===== src/rtl/mmu_regs_pkg.sv =====
package mmu_regs_pkg;

    localparam int REG_AW     = 3;
    localparam int DATA_W     = 32;
    localparam int PAGE_SHIFT = 12;
    localparam int BUS_ID_W   = 5;
    localparam int N_SRC      = 2;

    // interrupt source positions
    localparam int SRC_FAULT  = 0;
    localparam int SRC_BUSERR = 1;

    // status bit positions
    localparam int ST_PAGING  = 0;
    localparam int ST_STALL   = 1;
    localparam int ST_FAULT   = 2;
    localparam int ST_WRITE   = 3;
    localparam int ST_ID_LSB  = 8;

    typedef enum logic [REG_AW-1:0] {
        OFS_DIR   = 3'd0,
        OFS_STAT  = 3'd1,
        OFS_CMD   = 3'd2,
        OFS_FADDR = 3'd3,
        OFS_MASK  = 3'd4,
        OFS_ISTAT = 3'd5,
        OFS_ICLR  = 3'd6
    } reg_ofs_e;

    localparam logic [DATA_W-1:0] CMD_PAGE_ON   = 32'd1;
    localparam logic [DATA_W-1:0] CMD_STALL_ON  = 32'd2;
    localparam logic [DATA_W-1:0] CMD_STALL_OFF = 32'd3;
    localparam logic [DATA_W-1:0] CMD_ZAP       = 32'd4;
    localparam logic [DATA_W-1:0] CMD_HARD_RST  = 32'd6;

    typedef struct packed {
        logic page_on;
        logic stall_on;
        logic stall_off;
        logic zap;
        logic hard_rst;
    } cmd_t;

    function automatic logic [DATA_W-1:0] dir_trim(input logic [DATA_W-1:0] v);
        logic [DATA_W-1:0] m;
        m = {DATA_W{1'b1}} << PAGE_SHIFT;
        return v & m;
    endfunction

    function automatic cmd_t decode_cmd(input logic [DATA_W-1:0] v);
        cmd_t c;
        c.page_on   = (v == CMD_PAGE_ON);
        c.stall_on  = (v == CMD_STALL_ON);
        c.stall_off = (v == CMD_STALL_OFF);
        c.zap       = (v == CMD_ZAP);
        c.hard_rst  = (v == CMD_HARD_RST);
        return c;
    endfunction

endpackage


===== src/rtl/mmu_cmd_decode.sv =====
module mmu_cmd_decode
    import mmu_regs_pkg::*;
(
    input  logic              wr_en,
    input  logic [DATA_W-1:0] wdata,
    output cmd_t              cmd
);
    cmd_t raw;

    always_comb begin
        raw = decode_cmd(wdata);
        cmd = wr_en ? raw : '0;
    end
endmodule


===== src/rtl/mmu_stall_ctrl.sv =====
module mmu_stall_ctrl
    import mmu_regs_pkg::*;
(
    input  logic clk,
    input  logic rst,
    input  cmd_t cmd,
    input  logic walker_idle,
    output logic stall_req,
    output logic stall_active
);
    always_ff @(posedge clk) begin
        if (rst || cmd.hard_rst) begin
            stall_req    <= 1'b0;
            stall_active <= 1'b0;
        end else begin
            if (cmd.stall_on)
                stall_req <= 1'b1;
            else if (cmd.stall_off)
                stall_req <= 1'b0;
            // takes effect once the walker has drained
            stall_active <= stall_req && walker_idle;
        end
    end
endmodule


===== src/rtl/mmu_fault_capture.sv =====
module mmu_fault_capture
    import mmu_regs_pkg::*;
#(
    parameter int ID_W = BUS_ID_W
) (
    input  logic              clk,
    input  logic              rst,
    input  logic              clr,
    input  logic              fault_valid,
    input  logic [DATA_W-1:0] fault_addr,
    input  logic [ID_W-1:0]   fault_id,
    input  logic              fault_is_write,
    output logic              active,
    output logic [DATA_W-1:0] addr_q,
    output logic [ID_W-1:0]   id_q,
    output logic              write_q,
    output logic              capture
);
    assign capture = fault_valid && !active && !clr;

    always_ff @(posedge clk) begin
        if (rst || clr) begin
            active  <= 1'b0;
            addr_q  <= '0;
            id_q    <= '0;
            write_q <= 1'b0;
        end else if (capture) begin
            active  <= 1'b1;
            addr_q  <= fault_addr;
            id_q    <= fault_id;
            write_q <= fault_is_write;
        end
    end
endmodule


===== src/rtl/mmu_irq_unit.sv =====
module mmu_irq_unit
    import mmu_regs_pkg::*;
#(
    parameter int N = N_SRC
) (
    input  logic         clk,
    input  logic         rst,
    input  logic         clr_all,
    input  logic         mask_we,
    input  logic [N-1:0] mask_wdata,
    input  logic         ack_we,
    input  logic [N-1:0] ack_bits,
    input  logic [N-1:0] set_bits,
    output logic [N-1:0] mask_q,
    output logic [N-1:0] pend_q,
    output logic [N-1:0] masked,
    output logic         irq
);
    for (genvar i = 0; i < N; i++) begin : g_src
        always_ff @(posedge clk) begin
            if (rst || clr_all) begin
                pend_q[i] <= 1'b0;
                mask_q[i] <= 1'b0;
            end else begin
                if (set_bits[i])
                    pend_q[i] <= 1'b1;
                else if (ack_we && ack_bits[i])
                    pend_q[i] <= 1'b0;
                if (mask_we)
                    mask_q[i] <= mask_wdata[i];
            end
        end
    end

    assign masked = pend_q & mask_q;
    assign irq    = |masked;
endmodule


===== src/rtl/mmu_ctrl_regs.sv =====
module mmu_ctrl_regs
    import mmu_regs_pkg::*;
(
    input  logic                clk,
    input  logic                rst,
    input  logic                bus_we,
    input  logic [REG_AW-1:0]   bus_addr,
    input  logic [DATA_W-1:0]   bus_wdata,
    output logic [DATA_W-1:0]   bus_rdata,
    input  logic                walker_idle,
    input  logic                fault_valid,
    input  logic [DATA_W-1:0]   fault_addr,
    input  logic [BUS_ID_W-1:0] fault_bus_id,
    input  logic                fault_is_write,
    input  logic                bus_error,
    output logic                paging_en,
    output logic                stall_req,
    output logic                zap_pulse,
    output logic                fault_hold,
    output logic                irq
);
    logic                dir_we, cmd_we, mask_we, ack_we;
    logic [DATA_W-1:0]   dir_q;
    logic                paging_q;
    logic                zap_q;
    logic                stall_active;
    cmd_t                cmd;
    logic                fault_active, fault_write_q, fault_capture;
    logic [DATA_W-1:0]   fault_addr_q;
    logic [BUS_ID_W-1:0] fault_id_q;
    logic [N_SRC-1:0]    mask_q, pend_q, masked, set_bits;
    logic [DATA_W-1:0]   status_w;

    assign dir_we  = bus_we && (bus_addr == OFS_DIR);
    assign cmd_we  = bus_we && (bus_addr == OFS_CMD);
    assign mask_we = bus_we && (bus_addr == OFS_MASK);
    assign ack_we  = bus_we && (bus_addr == OFS_ICLR);

    mmu_cmd_decode u_dec (
        .wr_en (cmd_we),
        .wdata (bus_wdata),
        .cmd   (cmd)
    );

    mmu_stall_ctrl u_stall (
        .clk          (clk),
        .rst          (rst),
        .cmd          (cmd),
        .walker_idle  (walker_idle),
        .stall_req    (stall_req),
        .stall_active (stall_active)
    );

    mmu_fault_capture #(.ID_W(BUS_ID_W)) u_fault (
        .clk            (clk),
        .rst            (rst),
        .clr            (cmd.hard_rst),
        .fault_valid    (fault_valid),
        .fault_addr     (fault_addr),
        .fault_id       (fault_bus_id),
        .fault_is_write (fault_is_write),
        .active         (fault_active),
        .addr_q         (fault_addr_q),
        .id_q           (fault_id_q),
        .write_q        (fault_write_q),
        .capture        (fault_capture)
    );

    always_comb begin
        set_bits             = '0;
        set_bits[SRC_FAULT]  = fault_capture;
        set_bits[SRC_BUSERR] = bus_error;
    end

    mmu_irq_unit #(.N(N_SRC)) u_irq (
        .clk        (clk),
        .rst        (rst),
        .clr_all    (cmd.hard_rst),
        .mask_we    (mask_we),
        .mask_wdata (bus_wdata[N_SRC-1:0]),
        .ack_we     (ack_we),
        .ack_bits   (bus_wdata[N_SRC-1:0]),
        .set_bits   (set_bits),
        .mask_q     (mask_q),
        .pend_q     (pend_q),
        .masked     (masked),
        .irq        (irq)
    );

    always_ff @(posedge clk) begin
        if (rst || cmd.hard_rst) begin
            dir_q    <= '0;
            paging_q <= 1'b0;
            zap_q    <= 1'b0;
        end else begin
            if (dir_we)
                dir_q <= dir_trim(bus_wdata);
            if (cmd.page_on)
                paging_q <= 1'b1;
            zap_q <= cmd.zap;
        end
    end

    always_comb begin
        status_w                               = '0;
        status_w[ST_PAGING]                    = paging_q;
        status_w[ST_STALL]                     = stall_active;
        status_w[ST_FAULT]                     = fault_active;
        status_w[ST_WRITE]                     = fault_write_q;
        status_w[ST_ID_LSB +: BUS_ID_W]        = fault_id_q;
    end

    always_comb begin
        bus_rdata = '0;
        case (bus_addr)
            OFS_DIR:   bus_rdata = dir_q;
            OFS_STAT:  bus_rdata = status_w;
            OFS_FADDR: bus_rdata = fault_addr_q;
            OFS_MASK:  bus_rdata[N_SRC-1:0] = mask_q;
            OFS_ISTAT: bus_rdata[N_SRC-1:0] = masked;
            default:   bus_rdata = '0;
        endcase
    end

    assign paging_en  = paging_q;
    assign zap_pulse  = zap_q;
    assign fault_hold = fault_active;
endmodule


===== config.mk =====
export PLATFORM = sky130hd
export DESIGN_NAME = mmu_ctrl_regs
export DESIGN_NICKNAME = d
export VERILOG_FILES = /design/src/rtl/mmu_regs_pkg.sv /design/src/rtl/mmu_cmd_decode.sv /design/src/rtl/mmu_stall_ctrl.sv /design/src/rtl/mmu_fault_capture.sv /design/src/rtl/mmu_irq_unit.sv /design/src/rtl/mmu_ctrl_regs.sv
export SDC_FILE = /design/constraint.sdc
export NUM_CORES = 1
export LEC_CHECK = 0
export BUFFER_PORTS_ARGS = -buffer_cell sky130_fd_sc_hd__buf_2
export CORE_MARGIN = 2
export CORE_UTILIZATION = 40
export DETAILED_ROUTE_END_ITERATION = 8
export PLACE_DENSITY = 0.69
export REMOVE_ABC_BUFFERS = 1
export SETUP_SLACK_MARGIN = 0.5
export SYNTH_ARGS = -nofsm -noshare
export SYNTH_HDL_FRONTEND = slang
export SYNTH_SLANG_ARGS = --single-unit

===== constraint.sdc =====
create_clock -name clk -period 1.55 [get_ports clk]
set_input_delay 0.0775 -clock clk [delete_from_list [all_inputs] [get_ports clk]]
set_output_delay 0.0775 -clock clk [all_outputs]
set_load 0.05 [all_outputs]

==> impl_metrics.env <==
export IMPL_status="completed"
export IMPL_grt_pass1_vias=2993
export IMPL_cts_root_buf="clkbuf_8"
export IMPL_seq_area_um2=1360
export IMPL_rsz0062_at_grt="yes"
export IMPL_cp_required_ns=1.74
export IMPL_yosys_area_top_type_share=0.441
export IMPL_met2_usage=0.380
export IMPL_fillerInstances=539
export IMPL_cellLeakagePower_nw=2.19
export IMPL_grt_pass1_wl_mm=15.0
export IMPL_ys_types=32
export IMPL_cp_startpoint="bus_wdata[5]"
export IMPL_start_util=0.417
export IMPL_slowest_stage="nor4_4"
export IMPL_cts_buffer_depth=2
export IMPL_setup_viol=0
export IMPL_antenna_left=0
export IMPL_port_buffers=115
export IMPL_gp_congestion=0.860
export IMPL_p_switching_mw=1.09
export IMPL_die_h_um=91.2
export IMPL_grt_usage=0.228
export IMPL_critical_path_class="input pin to flop"
export IMPL_fin_crit_sh=0.950
export IMPL_postLayoutCoreUtil=0.713
export IMPL_crit_path_frequent_cell="buf_4"
export IMPL_detailedRoute_firstPassIterationCount=4
export IMPL_synthToLayoutAreaGrowth_pct=71.0
export IMPL_design_die_area_um2=8320
export IMPL_drive_above_1_share=0.515
export IMPL_multi_input_area_um2=1800
export IMPL_routed_wl_mm=11.5
export IMPL_use_met3=0.0539
export IMPL_grt_antenna_before_repair=0
export IMPL_clkTransAtPathRegs_ns=0.07
export IMPL_busiest_layer="met2"
export IMPL_clock_skew_ns=0.0123
export IMPL_diodes=0
export IMPL_powerDensity_nw_per_um2=820
export IMPL_report_final_slew_viol_count=0
export IMPL_cp_slowest_stage_delay_ns=0.27
export IMPL_yosys_top_cells_area="dfxtp_1 (44%), mux2i_1 (22%), nor3_1 (11%), a22o_1 (6.0%), buf_6 (1.9%)"
export IMPL_worst_path_stages=10
export IMPL_reg2reg_depth=5
export IMPL_cts_buffers_inserted=9
export IMPL_io_pins=116
export IMPL_r2r_end="u_fault.addr_q[30]$_SDFFE_PP0P_"
export IMPL_async_reset_ff_frac=0
export IMPL_crit_chain="buf_6 > nor4_4 > buf_4 > nand4_1 > nor4_4 > buf_4 > buf_4 > buf_6 > buf_12 > nor3_1"
export IMPL_drt_iter0_markers=133
export IMPL_wire_per_inst_um=20.0
export IMPL_grt_max_degree=67
export IMPL_place_detailed_hpwl_mm=5.43
export IMPL_num_rows=31
export IMPL_maxCapViolCount=0
export IMPL_core_area_um2=7290
export IMPL_critPathLaunchType="input pin"
export IMPL_met1_usage=0.289
export IMPL_crit_fanout=8
export IMPL_cts_num_sinks=67
export IMPL_critPathTopFamily="buffers and inverters"
export IMPL_via_count=3158
export IMPL_die_w_um=91.2
export IMPL_finalHoldViolCount=0
export IMPL_synth_seq_area_share=0.441
export IMPL_synth_common_cells="dfxtp_1 (67), mux2i_1 (67), nor3_1 (65)"
export IMPL_cp_endpoint="dir_q[20]$_SDFFE_PP0P_"
export IMPL_critPathArrivalTime_ns=1.66
export IMPL_drc=0
export IMPL_syn_area_per_cell_um2=9.88
export IMPL_hold_class="input pin to flop"
export IMPL_ys_ff_latch=67
export IMPL_power_frac_clock=0.391
export IMPL_internal_power_mw=3.17
export IMPL_cts_tree="yes"
export IMPL_fin_ws_ns=0.0779
export IMPL_synth_warnings=0
export IMPL_slew_headroom=0.454
export IMPL_synth_area_leader_cell="dfxtp_1"
export IMPL_r2r_slack_ns=0.19
export IMPL_ir_drop_mv=0.584
export IMPL_fmax_ghz=0.679
export IMPL_grt_ovfl_total=0
export IMPL_period_minus_slack_ns=1.47
export IMPL_comb_power_share=0.176
export IMPL_dpl_worst_slack_ns=-0.306
export IMPL_seqPwrFrac=0.433
export IMPL_synthesis_area_um2=3040
export IMPL_syn_inst=308
export IMPL_htree_levels=3
export IMPL_nNetsFinal=550
export IMPL_crit_reg2reg_launch="u_fault.active$_SDFFE_PP0P_"
export IMPL_swShare=0.257
export IMPL_critical_path_buf_inv_count=6
export IMPL_crit_path_end_kind="flop"
export IMPL_clk_latency_ns=0.34
export IMPL_ys_flop_type="dfxtp_1"
export IMPL_worst_pin_slew_ns=0.819
export IMPL_vias_per_cell=5.49
export IMPL_synth_edff_count=0
## logic make-up (layout without fill, tap and decap cells)
group	count (synthesis)	in the layout	synth area share
simple gates	111	111	0.197
compound gates	30	30	0.0802
mux	68	68	0.224
buf+inv	32	200	0.0584
flops	67	67	0.441
## placed cells by master, fill, tap and decap left out, types with 3 or more instances in the layout
| cell type | Yosys | final |
|---|---|---|
| a22o_1 | 21 | 21 |
| and2_1 | 4 | 5 |
| buf_12 | 0 | 8 |
| buf_2 | 10 | 70 |
| buf_4 | 2 | 39 |
| buf_6 | 5 | 47 |
| clkbuf_16 | 0 | 9 |
| clkbuf_8 | 0 | 11 |
| dfxtp_1 | 67 | 53 |
| dfxtp_2 | 0 | 13 |
| inv_1 | 4 | 4 |
| mux2i_1 | 67 | 67 |
| nand2_1 | 4 | 3 |
| nand4_1 | 6 | 6 |
| nor2_1 | 10 | 8 |
| nor3_1 | 65 | 48 |
| nor3_2 | 0 | 14 |
| nor3_4 | 0 | 3 |
| nor4_4 | 0 | 8 |
## stage by stage
stage / TNS, ns / instance area (µm²) / total power, mW / std cells / hold WS, ns
after detailed placement: -18.31 / 3830 / 2.41 / 518 / 0.321
after global placement: -16.84 / 3830 / 2.40 / 518 / 0.326
after CTS: 0 / 4590 / 4.12 / 548 / 0.00619
after global routing: 0 / 5200 / 4.42 / 575 / 0.0303
after floorplan: -142.06 / 2880 / 2.15 / 280 / 0.147
final: 0 / 5200 / 4.26 / 575 / 0.0197
## flip-flops by register name, summed over array words and instances, names as in the netlist
signal / flops
dir_q: 20
paging_en: 1
u_fault.active: 1
u_fault.addr_q: 32
u_fault.id_q: 5
u_fault.write_q: 1
u_irq.mask_q: 2
u_irq.pend_q: 2
u_stall.stall_active: 1
u_stall.stall_req: 1
zap_pulse: 1
## power groups by stage
stage / registers [mW] / clock network [mW] / logic (mW)
floorplan: 1.87 / 0 / 0.281
global placement: 1.88 / 0 / 0.523
detailed placement: 1.88 / 0 / 0.530
CTS: 1.84 / 1.68 / 0.597
global route: 1.85 / 1.77 / 0.792
finish: 1.85 / 1.67 / 0.753
## cell type report
type / instances / area share
clock buffer: 12 / 0.0298
clock inverter: 4 / 0.0139
inverter: 4 / 0.00289
multi-input combinational: 209 / 0.347
sequential: 67 / 0.262
tap: 99 / 0.0238
timing repair buffer: 180 / 0.321
## timing repair
item                       in CTS  in global routing
hold endpoints to repair        2                  0
gates cloned                    4                 14
buffers inserted                8                 13
setup endpoints to repair     102                102
hold buffers                    2                  0
resized for setup              96                 62
pin swaps                      20                 16
## routing by layer
metal  part of all wire  vias up
met4              0.017        0
met5                  0        -
li1                   -     1477
met1               0.40     1524
met2               0.51      142
met3              0.075       15
## worst min-delay path: stages
cell and delay [ns]:
buf_2 0.10, nor2_1 0.05, nor3_2 0.09
## how the worst min path moves through the flow
| stage | from | endpoint | slack (ns) | depth (start not counted) |
|---|---|---|---|---|
| global route | fault_addr[26] | u_fault.addr_q[26]$_SDFFE_PP0P_ | 0.03 | 3 |
| CTS | fault_valid | u_fault.active$_SDFFE_PP0P_ | 0.006 | 3 |
| finish | fault_valid | u_fault.active$_SDFFE_PP0P_ | 0.02 | 3 |
| detailed placement | walker_idle | u_stall.stall_active$_SDFF_PP0_ | 0.32 | 3 |
| floorplan | rst | u_stall.stall_req$_SDFFE_PP0P_ | 0.15 | 1 |
| global placement | walker_idle | u_stall.stall_active$_SDFF_PP0_ | 0.33 | 3 |
No activity file was read; power rests on OpenSTA's default activity.
